<file path="src/rtl/irq_seq_pkg.sv">
package irq_seq_pkg;
    typedef enum logic [2:0] {
        ST_IDLE,
        ST_HIGH,
        ST_USER,
        ST_KERNEL,
        ST_DOUBLE
    } entry_e;

    localparam int PS_LVL_W  = 4;
    localparam int PS_EXCM_B = 4;
    localparam int PS_UM_B   = 5;
endpackage

</file>
<file path="src/rtl/irq_gate.sv">
module irq_gate #(
    parameter int NLEVEL = 3,
    parameter int NINT   = 8,
    parameter int LW     = 3
) (
    input  logic [LW-1:0]   lvl_i,
    input  logic [3:0]      cur_lvl_i,
    input  logic [NINT-1:0] set_i,
    input  logic [NINT-1:0] en_i,
    output logic            accept_o
);
    logic [NINT-1:0] hit;
    logic [7:0]      lx;
    logic [7:0]      cx;

    for (genvar i = 0; i < NINT; i++) begin : g_bit
        localparam int BIT_LVL = (i % NLEVEL) + 1;
        assign hit[i] = set_i[i] & en_i[i] & (lvl_i == LW'(BIT_LVL));
    end

    assign lx = 8'(lvl_i);
    assign cx = 8'(cur_lvl_i);
    assign accept_o = (|hit) && (lx > cx) && (lx <= 8'(NLEVEL));
endmodule

</file>
<file path="src/rtl/irq_classify.sv">
module irq_classify
    import irq_seq_pkg::*;
#(
    parameter int LW = 3
) (
    input  logic [LW-1:0] lvl_i,
    input  logic          excm_i,
    input  logic          um_i,
    output entry_e        kind_o
);
    always_comb begin
        if (lvl_i > LW'(1))   kind_o = ST_HIGH;
        else if (excm_i)      kind_o = ST_DOUBLE;
        else if (um_i)        kind_o = ST_USER;
        else                  kind_o = ST_KERNEL;
    end
endmodule

</file>
<file path="src/rtl/irq_vector.sv">
module irq_vector
    import irq_seq_pkg::*;
#(
    parameter int              XLEN       = 32,
    parameter int              NLEVEL     = 3,
    parameter int              LW         = 3,
    parameter logic [XLEN-1:0] VEC_BASE   = 32'h4000_0000,
    parameter logic [XLEN-1:0] VEC_STRIDE = 32'h0000_0100,
    parameter logic [XLEN-1:0] USER_OFF   = 32'h0000_0040,
    parameter logic [XLEN-1:0] KERN_OFF   = 32'h0000_0080,
    parameter logic [XLEN-1:0] DBL_OFF    = 32'h0000_00C0
) (
    input  entry_e          kind_i,
    input  logic [LW-1:0]   lvl_i,
    output logic [XLEN-1:0] vec_o
);
    logic [XLEN-1:0] lvl_vec [NLEVEL+1];

    for (genvar g = 0; g <= NLEVEL; g++) begin : g_lvl
        assign lvl_vec[g] = VEC_BASE + XLEN'(g) * VEC_STRIDE;
    end

    always_comb begin
        vec_o = VEC_BASE;
        unique case (kind_i)
            ST_HIGH: begin
                for (int k = 0; k <= NLEVEL; k++)
                    if (int'(lvl_i) == k) vec_o = lvl_vec[k];
            end
            ST_USER:   vec_o = VEC_BASE + USER_OFF;
            ST_KERNEL: vec_o = VEC_BASE + KERN_OFF;
            ST_DOUBLE: vec_o = VEC_BASE + DBL_OFF;
            ST_IDLE:   vec_o = VEC_BASE;
            default:   vec_o = VEC_BASE;
        endcase
    end
endmodule

</file>
<file path="src/rtl/irq_entry_seq.sv">
module irq_entry_seq
    import irq_seq_pkg::*;
#(
    parameter int              NLEVEL     = 3,
    parameter int              NINT       = 8,
    parameter int              XLEN       = 32,
    parameter int              PSW        = 16,
    parameter int              CAUSE_W    = 6,
    parameter logic [5:0]      CAUSE_L1   = 6'd4,
    parameter bit              HAS_DEPC   = 1'b1,
    parameter logic [XLEN-1:0] VEC_BASE   = 32'h4000_0000,
    parameter logic [XLEN-1:0] VEC_STRIDE = 32'h0000_0100,
    parameter logic [XLEN-1:0] USER_OFF   = 32'h0000_0040,
    parameter logic [XLEN-1:0] KERN_OFF   = 32'h0000_0080,
    parameter logic [XLEN-1:0] DBL_OFF    = 32'h0000_00C0,
    localparam int             LW         = $clog2(NLEVEL + 2)
) (
    input  logic               clk,
    input  logic               rst_n,
    input  logic               take_i,
    input  logic [LW-1:0]      pend_lvl_i,
    input  logic [XLEN-1:0]    pc_i,
    input  logic [PSW-1:0]     ps_i,
    input  logic [NINT-1:0]    int_set_i,
    input  logic [NINT-1:0]    int_en_i,
    output logic               taken_o,
    output logic               pc_we_o,
    output logic [XLEN-1:0]    pc_o,
    output logic [NLEVEL-1:0]  epc_we_o,
    output logic [NLEVEL-1:0]  eps_we_o,
    output logic               depc_we_o,
    output logic [XLEN-1:0]    save_pc_o,
    output logic [PSW-1:0]     save_ps_o,
    output logic               ps_we_o,
    output logic [PSW-1:0]     ps_o,
    output logic               cause_we_o,
    output logic [CAUSE_W-1:0] cause_o
);
    entry_e          state_q, state_d, kind_w;
    logic            accept_w;
    logic [LW-1:0]   lvl_q;
    logic [XLEN-1:0] pc_q;
    logic [PSW-1:0]  ps_q;
    logic [XLEN-1:0] vec_w;

    irq_gate #(.NLEVEL(NLEVEL), .NINT(NINT), .LW(LW)) u_gate (
        .lvl_i     (pend_lvl_i),
        .cur_lvl_i (ps_i[PS_LVL_W-1:0]),
        .set_i     (int_set_i),
        .en_i      (int_en_i),
        .accept_o  (accept_w)
    );

    irq_classify #(.LW(LW)) u_class (
        .lvl_i  (pend_lvl_i),
        .excm_i (ps_i[PS_EXCM_B]),
        .um_i   (ps_i[PS_UM_B]),
        .kind_o (kind_w)
    );

    irq_vector #(
        .XLEN(XLEN), .NLEVEL(NLEVEL), .LW(LW), .VEC_BASE(VEC_BASE),
        .VEC_STRIDE(VEC_STRIDE), .USER_OFF(USER_OFF), .KERN_OFF(KERN_OFF),
        .DBL_OFF(DBL_OFF)
    ) u_vec (
        .kind_i (state_q),
        .lvl_i  (lvl_q),
        .vec_o  (vec_w)
    );

    // next-state: every state leaves after one cycle
    always_comb begin
        state_d = ST_IDLE;
        unique case (state_q)
            ST_IDLE, ST_HIGH, ST_USER, ST_KERNEL, ST_DOUBLE:
                if (take_i && accept_w) state_d = kind_w;
            default: state_d = ST_IDLE;
        endcase
    end

    always_ff @(posedge clk or negedge rst_n) begin
        if (!rst_n) begin
            state_q <= ST_IDLE;
            lvl_q   <= '0;
            pc_q    <= '0;
            ps_q    <= '0;
        end else begin
            state_q <= state_d;
            if (take_i && accept_w) begin
                lvl_q <= pend_lvl_i;
                pc_q  <= pc_i;
                ps_q  <= ps_i;
            end
        end
    end

    always_comb begin
        taken_o    = 1'b0;
        pc_we_o    = 1'b0;
        pc_o       = vec_w;
        epc_we_o   = '0;
        eps_we_o   = '0;
        depc_we_o  = 1'b0;
        save_pc_o  = pc_q;
        save_ps_o  = ps_q;
        ps_we_o    = 1'b0;
        ps_o       = ps_q;
        cause_we_o = 1'b0;
        cause_o    = CAUSE_W'(CAUSE_L1);
        unique case (state_q)
            ST_IDLE: ;
            ST_HIGH: begin
                taken_o = 1'b1;
                pc_we_o = 1'b1;
                ps_we_o = 1'b1;
                ps_o[PS_LVL_W-1:0] = PS_LVL_W'(lvl_q);
                ps_o[PS_EXCM_B]    = 1'b1;
                for (int k = 0; k < NLEVEL; k++)
                    if (int'(lvl_q) == k + 1) begin
                        epc_we_o[k] = 1'b1;
                        eps_we_o[k] = 1'b1;
                    end
            end
            ST_USER, ST_KERNEL: begin
                taken_o         = 1'b1;
                pc_we_o         = 1'b1;
                ps_we_o         = 1'b1;
                ps_o[PS_EXCM_B] = 1'b1;
                cause_we_o      = 1'b1;
                epc_we_o[0]     = 1'b1;
            end
            ST_DOUBLE: begin
                taken_o         = 1'b1;
                pc_we_o         = 1'b1;
                ps_we_o         = 1'b1;
                ps_o[PS_EXCM_B] = 1'b1;
                cause_we_o      = 1'b1;
                if (HAS_DEPC) depc_we_o   = 1'b1;
                else          epc_we_o[0] = 1'b1;
            end
            default: ;
        endcase
    end


    taken_after_take_chk: assert property (@(posedge clk) disable iff (!rst_n)
        taken_o |-> $past(take_i));

    one_epc_chk: assert property (@(posedge clk) disable iff (!rst_n)
        $onehot0(epc_we_o) && $onehot0(eps_we_o));

    excm_set_chk: assert property (@(posedge clk) disable iff (!rst_n)
        taken_o |-> ps_o[PS_EXCM_B]);

    level_raise_chk: assert property (@(posedge clk) disable iff (!rst_n)
        (eps_we_o != '0) |-> (ps_o[PS_LVL_W-1:0] > save_ps_o[PS_LVL_W-1:0]));

    l1_no_eps_chk: assert property (@(posedge clk) disable iff (!rst_n)
        cause_we_o |-> (eps_we_o == '0));

    idle_quiet_chk: assert property (@(posedge clk) disable iff (!rst_n)
        !taken_o |-> (!pc_we_o && !ps_we_o && !depc_we_o && !cause_we_o && epc_we_o == '0));

    single_save_chk: assert property (@(posedge clk) disable iff (!rst_n)
        depc_we_o |-> (epc_we_o == '0));
endmodule

</file>
<file path="config.mk">
export PLATFORM = sky130hd
export DESIGN_NAME = irq_entry_seq
export DESIGN_NICKNAME = d
export VERILOG_FILES = /design/src/rtl/irq_seq_pkg.sv /design/src/rtl/irq_gate.sv /design/src/rtl/irq_classify.sv /design/src/rtl/irq_vector.sv /design/src/rtl/irq_entry_seq.sv
export SDC_FILE = /design/constraint.sdc
export NUM_CORES = 1
export LEC_CHECK = 0
export BUFFER_PORTS_ARGS = -buffer_cell sky130_fd_sc_hd__buf_2
export CORE_UTILIZATION = 31
export DETAILED_ROUTE_END_ITERATION = 12
export GPL_TIMING_DRIVEN = 0
export PLACE_DENSITY = 0.62
export SETUP_SLACK_MARGIN = 0.1
export SYNTH_ARGS = -nofsm -noshare
export SYNTH_HDL_FRONTEND = slang
export SYNTH_SLANG_ARGS = --single-unit
</file>
<file path="constraint.sdc">
create_clock -name clk -period 3.3 [get_ports clk]
set_input_delay 0.495 -clock clk [delete_from_list [all_inputs] [get_ports clk]]
set_output_delay 0.495 -clock clk [all_outputs]
set_load 0.1 [all_outputs]
</file>
==> results.cfg <==
[worst_hold_path]
min_path_type = primary input to asynchronous set/reset pin

[layout]
fill_cells = 851
fin_cells = 507
stdcell_area_um2 = 3990
fin_nets = 471
syn_to_final_growth_pct = 39.7
antenna_cells = 0
drive_above_1_share = 0.677
final_common_cell = buf_2
final_cell_mix = 147 x buf_2, 54 x dfrtp_1, 50 x buf_4

[worst_setup_path]
arrival_ns = 2.04
crit_path_end_kind = output port
critPathKind = register to output port
cp_max_fo = 6
worstPathRequired_ns = 2.80
cp-start-kind = register

[global_route]
grt_max_degree = 55
grt_pass1_vias = 1925
antenna_found_initial = 0
overflow = 0
grt_first_pass_wirelength_um = 9280
grtUsageTotal = 0.121

[synth]
ys_seq_area_frac = 0.473
yosys_register_bits = 54
synth_cells = 211
yosysWarnings = 0
syn-cell-area_um2 = 2860
syn_area_per_cell_um2 = 13.5
yosysUniqueCellTypes = 31

[place]
dp_hpwl_um = 4690
dp_slack_ns = 0.807
place_inst = 499
port_buffers = 148
place.gp.congestion = 0.669
placed_cell_area_um2 = 3870

[cts]
clk_path_buf_depth = 2
ctsHoldBuffers = 0
clock_latency_ns = 0.30
cts_htree_levels = 2
cts_resized = 0
cts_buffers = 5
ctsRootBufferMaster = clkbuf_8
cts_tree = built
cts_setup_buffers = 0
cts.sinks = 54
clk_pin_slew_ns = 0.10

[run_status]
violations = DRC
status = finished with violations

[timing]
fin_crit_sh = 0.769
relSlewSlack = 0.554
fmax_mhz = 394
setup_viol = 0
fin_setup_tns_ns = 0
worst_pin_slew_ns = 0.669
report.final.slew_viol_count = 0
fin_crit_ns = 2.54
fin_ws_ns = 0.762
hold_viol = 0
rsz0062_at_grt = false
skew_ns = 0.000361

[floorplanning]
ioPinCount = 183
die_y_um = 98.0
initial_core_util = 0.325
dieArea_um2 = 9610
rows = 34
core-area_um2 = 8810
die_w_um = 98.0

[detailed_routing]
vias = 2089
wl_per_cell_um = 11.6
route.detailed.drc = 12
detail-route-antenna-nets = 0
dr.first_iter.drc_count = 34
via_per_inst = 4.12
dr.pass1.iters = 8
wl_um = 5900

[run]
drv_cap = 0
-- worst paths after layout --
kind / from / end / slack [ns] / cells after the start
setup / recovery: state_q[2] / eps_we_o[1] / 0.76 / 5
hold / removal: rst_n / save_pc_o[17] / 0.21 / 1
setup reg to reg: state_q[2] / state_q[1] / 2.33 / 2
hold reg to reg: save_pc_o[25] / save_pc_o[25] / 0.51 / 1
max in group asynchronous: rst_n / save_ps_o[3] / 2.64 / 1
min in group clk: ps_i[7] / save_ps_o[7] / 0.41 / 2
-- cells in the mapped netlist (all sizes together) --
library cell / number / area [µm²]
nand2: 3 / 11.3
a21oi: 2 / 10.0
or2: 1 / 6.26
and3b: 1 / 8.76
nor3b: 1 / 7.51
and3: 1 / 6.26
ha: 3 / 37.5
conb: 2 / 7.51
nand3: 3 / 27.5
a22oi: 2 / 15.0
nor2b: 3 / 18.8
nor4: 1 / 6.26
nor2: 4 / 15.0
a311oi: 1 / 15.0
o21ai: 4 / 20.0
xnor2: 1 / 8.76
a32o: 1 / 10.0
and4bb: 1 / 12.5
a22o: 1 / 8.76
a31o: 1 / 8.76
mux2: 51 / 739
buf: 54 / 424
o21bai: 1 / 7.51
nand2b: 3 / 18.8
and2: 5 / 31.3
dfrtp: 54 / 1350
inv: 5 / 18.8
nor3: 1 / 5.00
-- worst max-delay path, stage by stage (launching register included) --
cell and delay, ns:
dfrtp_1 0.46, nor4_1 0.42, and2_1 0.21, nor2b_4 0.14, buf_4 0.10, buf_2 0.41
-- cells by family (layout without fill, tap and decap cells) --
group | after synthesis | count (layout) | share of synthesized area
DFF | 54 | 54 | 0.473
muxes | 51 | 51 | 0.259
buffers and inverters | 59 | 215 | 0.155
and+or+nand+nor | 28 | 28 | 0.0613
adders and majority gates | 3 | 3 | 0.0131
other | 2 | 34 | 0.00263
AOI/OAI and AO/OA | 13 | 13 | 0.0333
xor gates and xnor gates | 1 | 1 | 0.00307
-- area by class of cell --
| type | instances | area, µm² | area share |
|---|---|---|---|
| clock inverters | 3 | 47.5 | 0.0119 |
| flip-flops and latches | 54 | 1350 | 0.339 |
| plain buffers | 54 | 424 | 0.106 |
| multi-input cells | 130 | 1200 | 0.301 |
| clock buffers | 5 | 68.8 | 0.0172 |
| repair buffers | 148 | 743 | 0.186 |
| well taps | 108 | 135 | 0.0339 |
| inverters | 5 | 18.8 | 0.00470 |
-- registers in the layout (all words and copies together), names as in the netlist --
register / flops
save_ps_o: 16
save_pc_o: 32
lvl_q: 3
state_q: 3
-- through the flow --
| step | util | hold slack, ns |
|---|---|---|
| 2_1_floorplan | - | 0.199 |
| 3_3_place_gp | 0.440 | 0.482 |
| 3_5_place_dp | 0.440 | 0.491 |
| 4_1_cts | 0.453 | 0.396 |
| 5_1_grt | 0.453 | 0.271 |
| 6_report | 0.453 | 0.211 |
-- layer usage --
layer | vias to the layer above | GRT usage | part of all wire
met2 | 103 | 0.212 | 0.51
li1 | 1008 | - | -
met3 | 6 | 0.0222 | 0.068
met4 | 0 | 0.0350 | 0.012
met1 | 972 | 0.151 | 0.41
met5 | - | 0 | 0
Power is left out: the tool's default activity adds up to more than one toggle a clock period on the data nets, which glitch-free logic cannot reach.
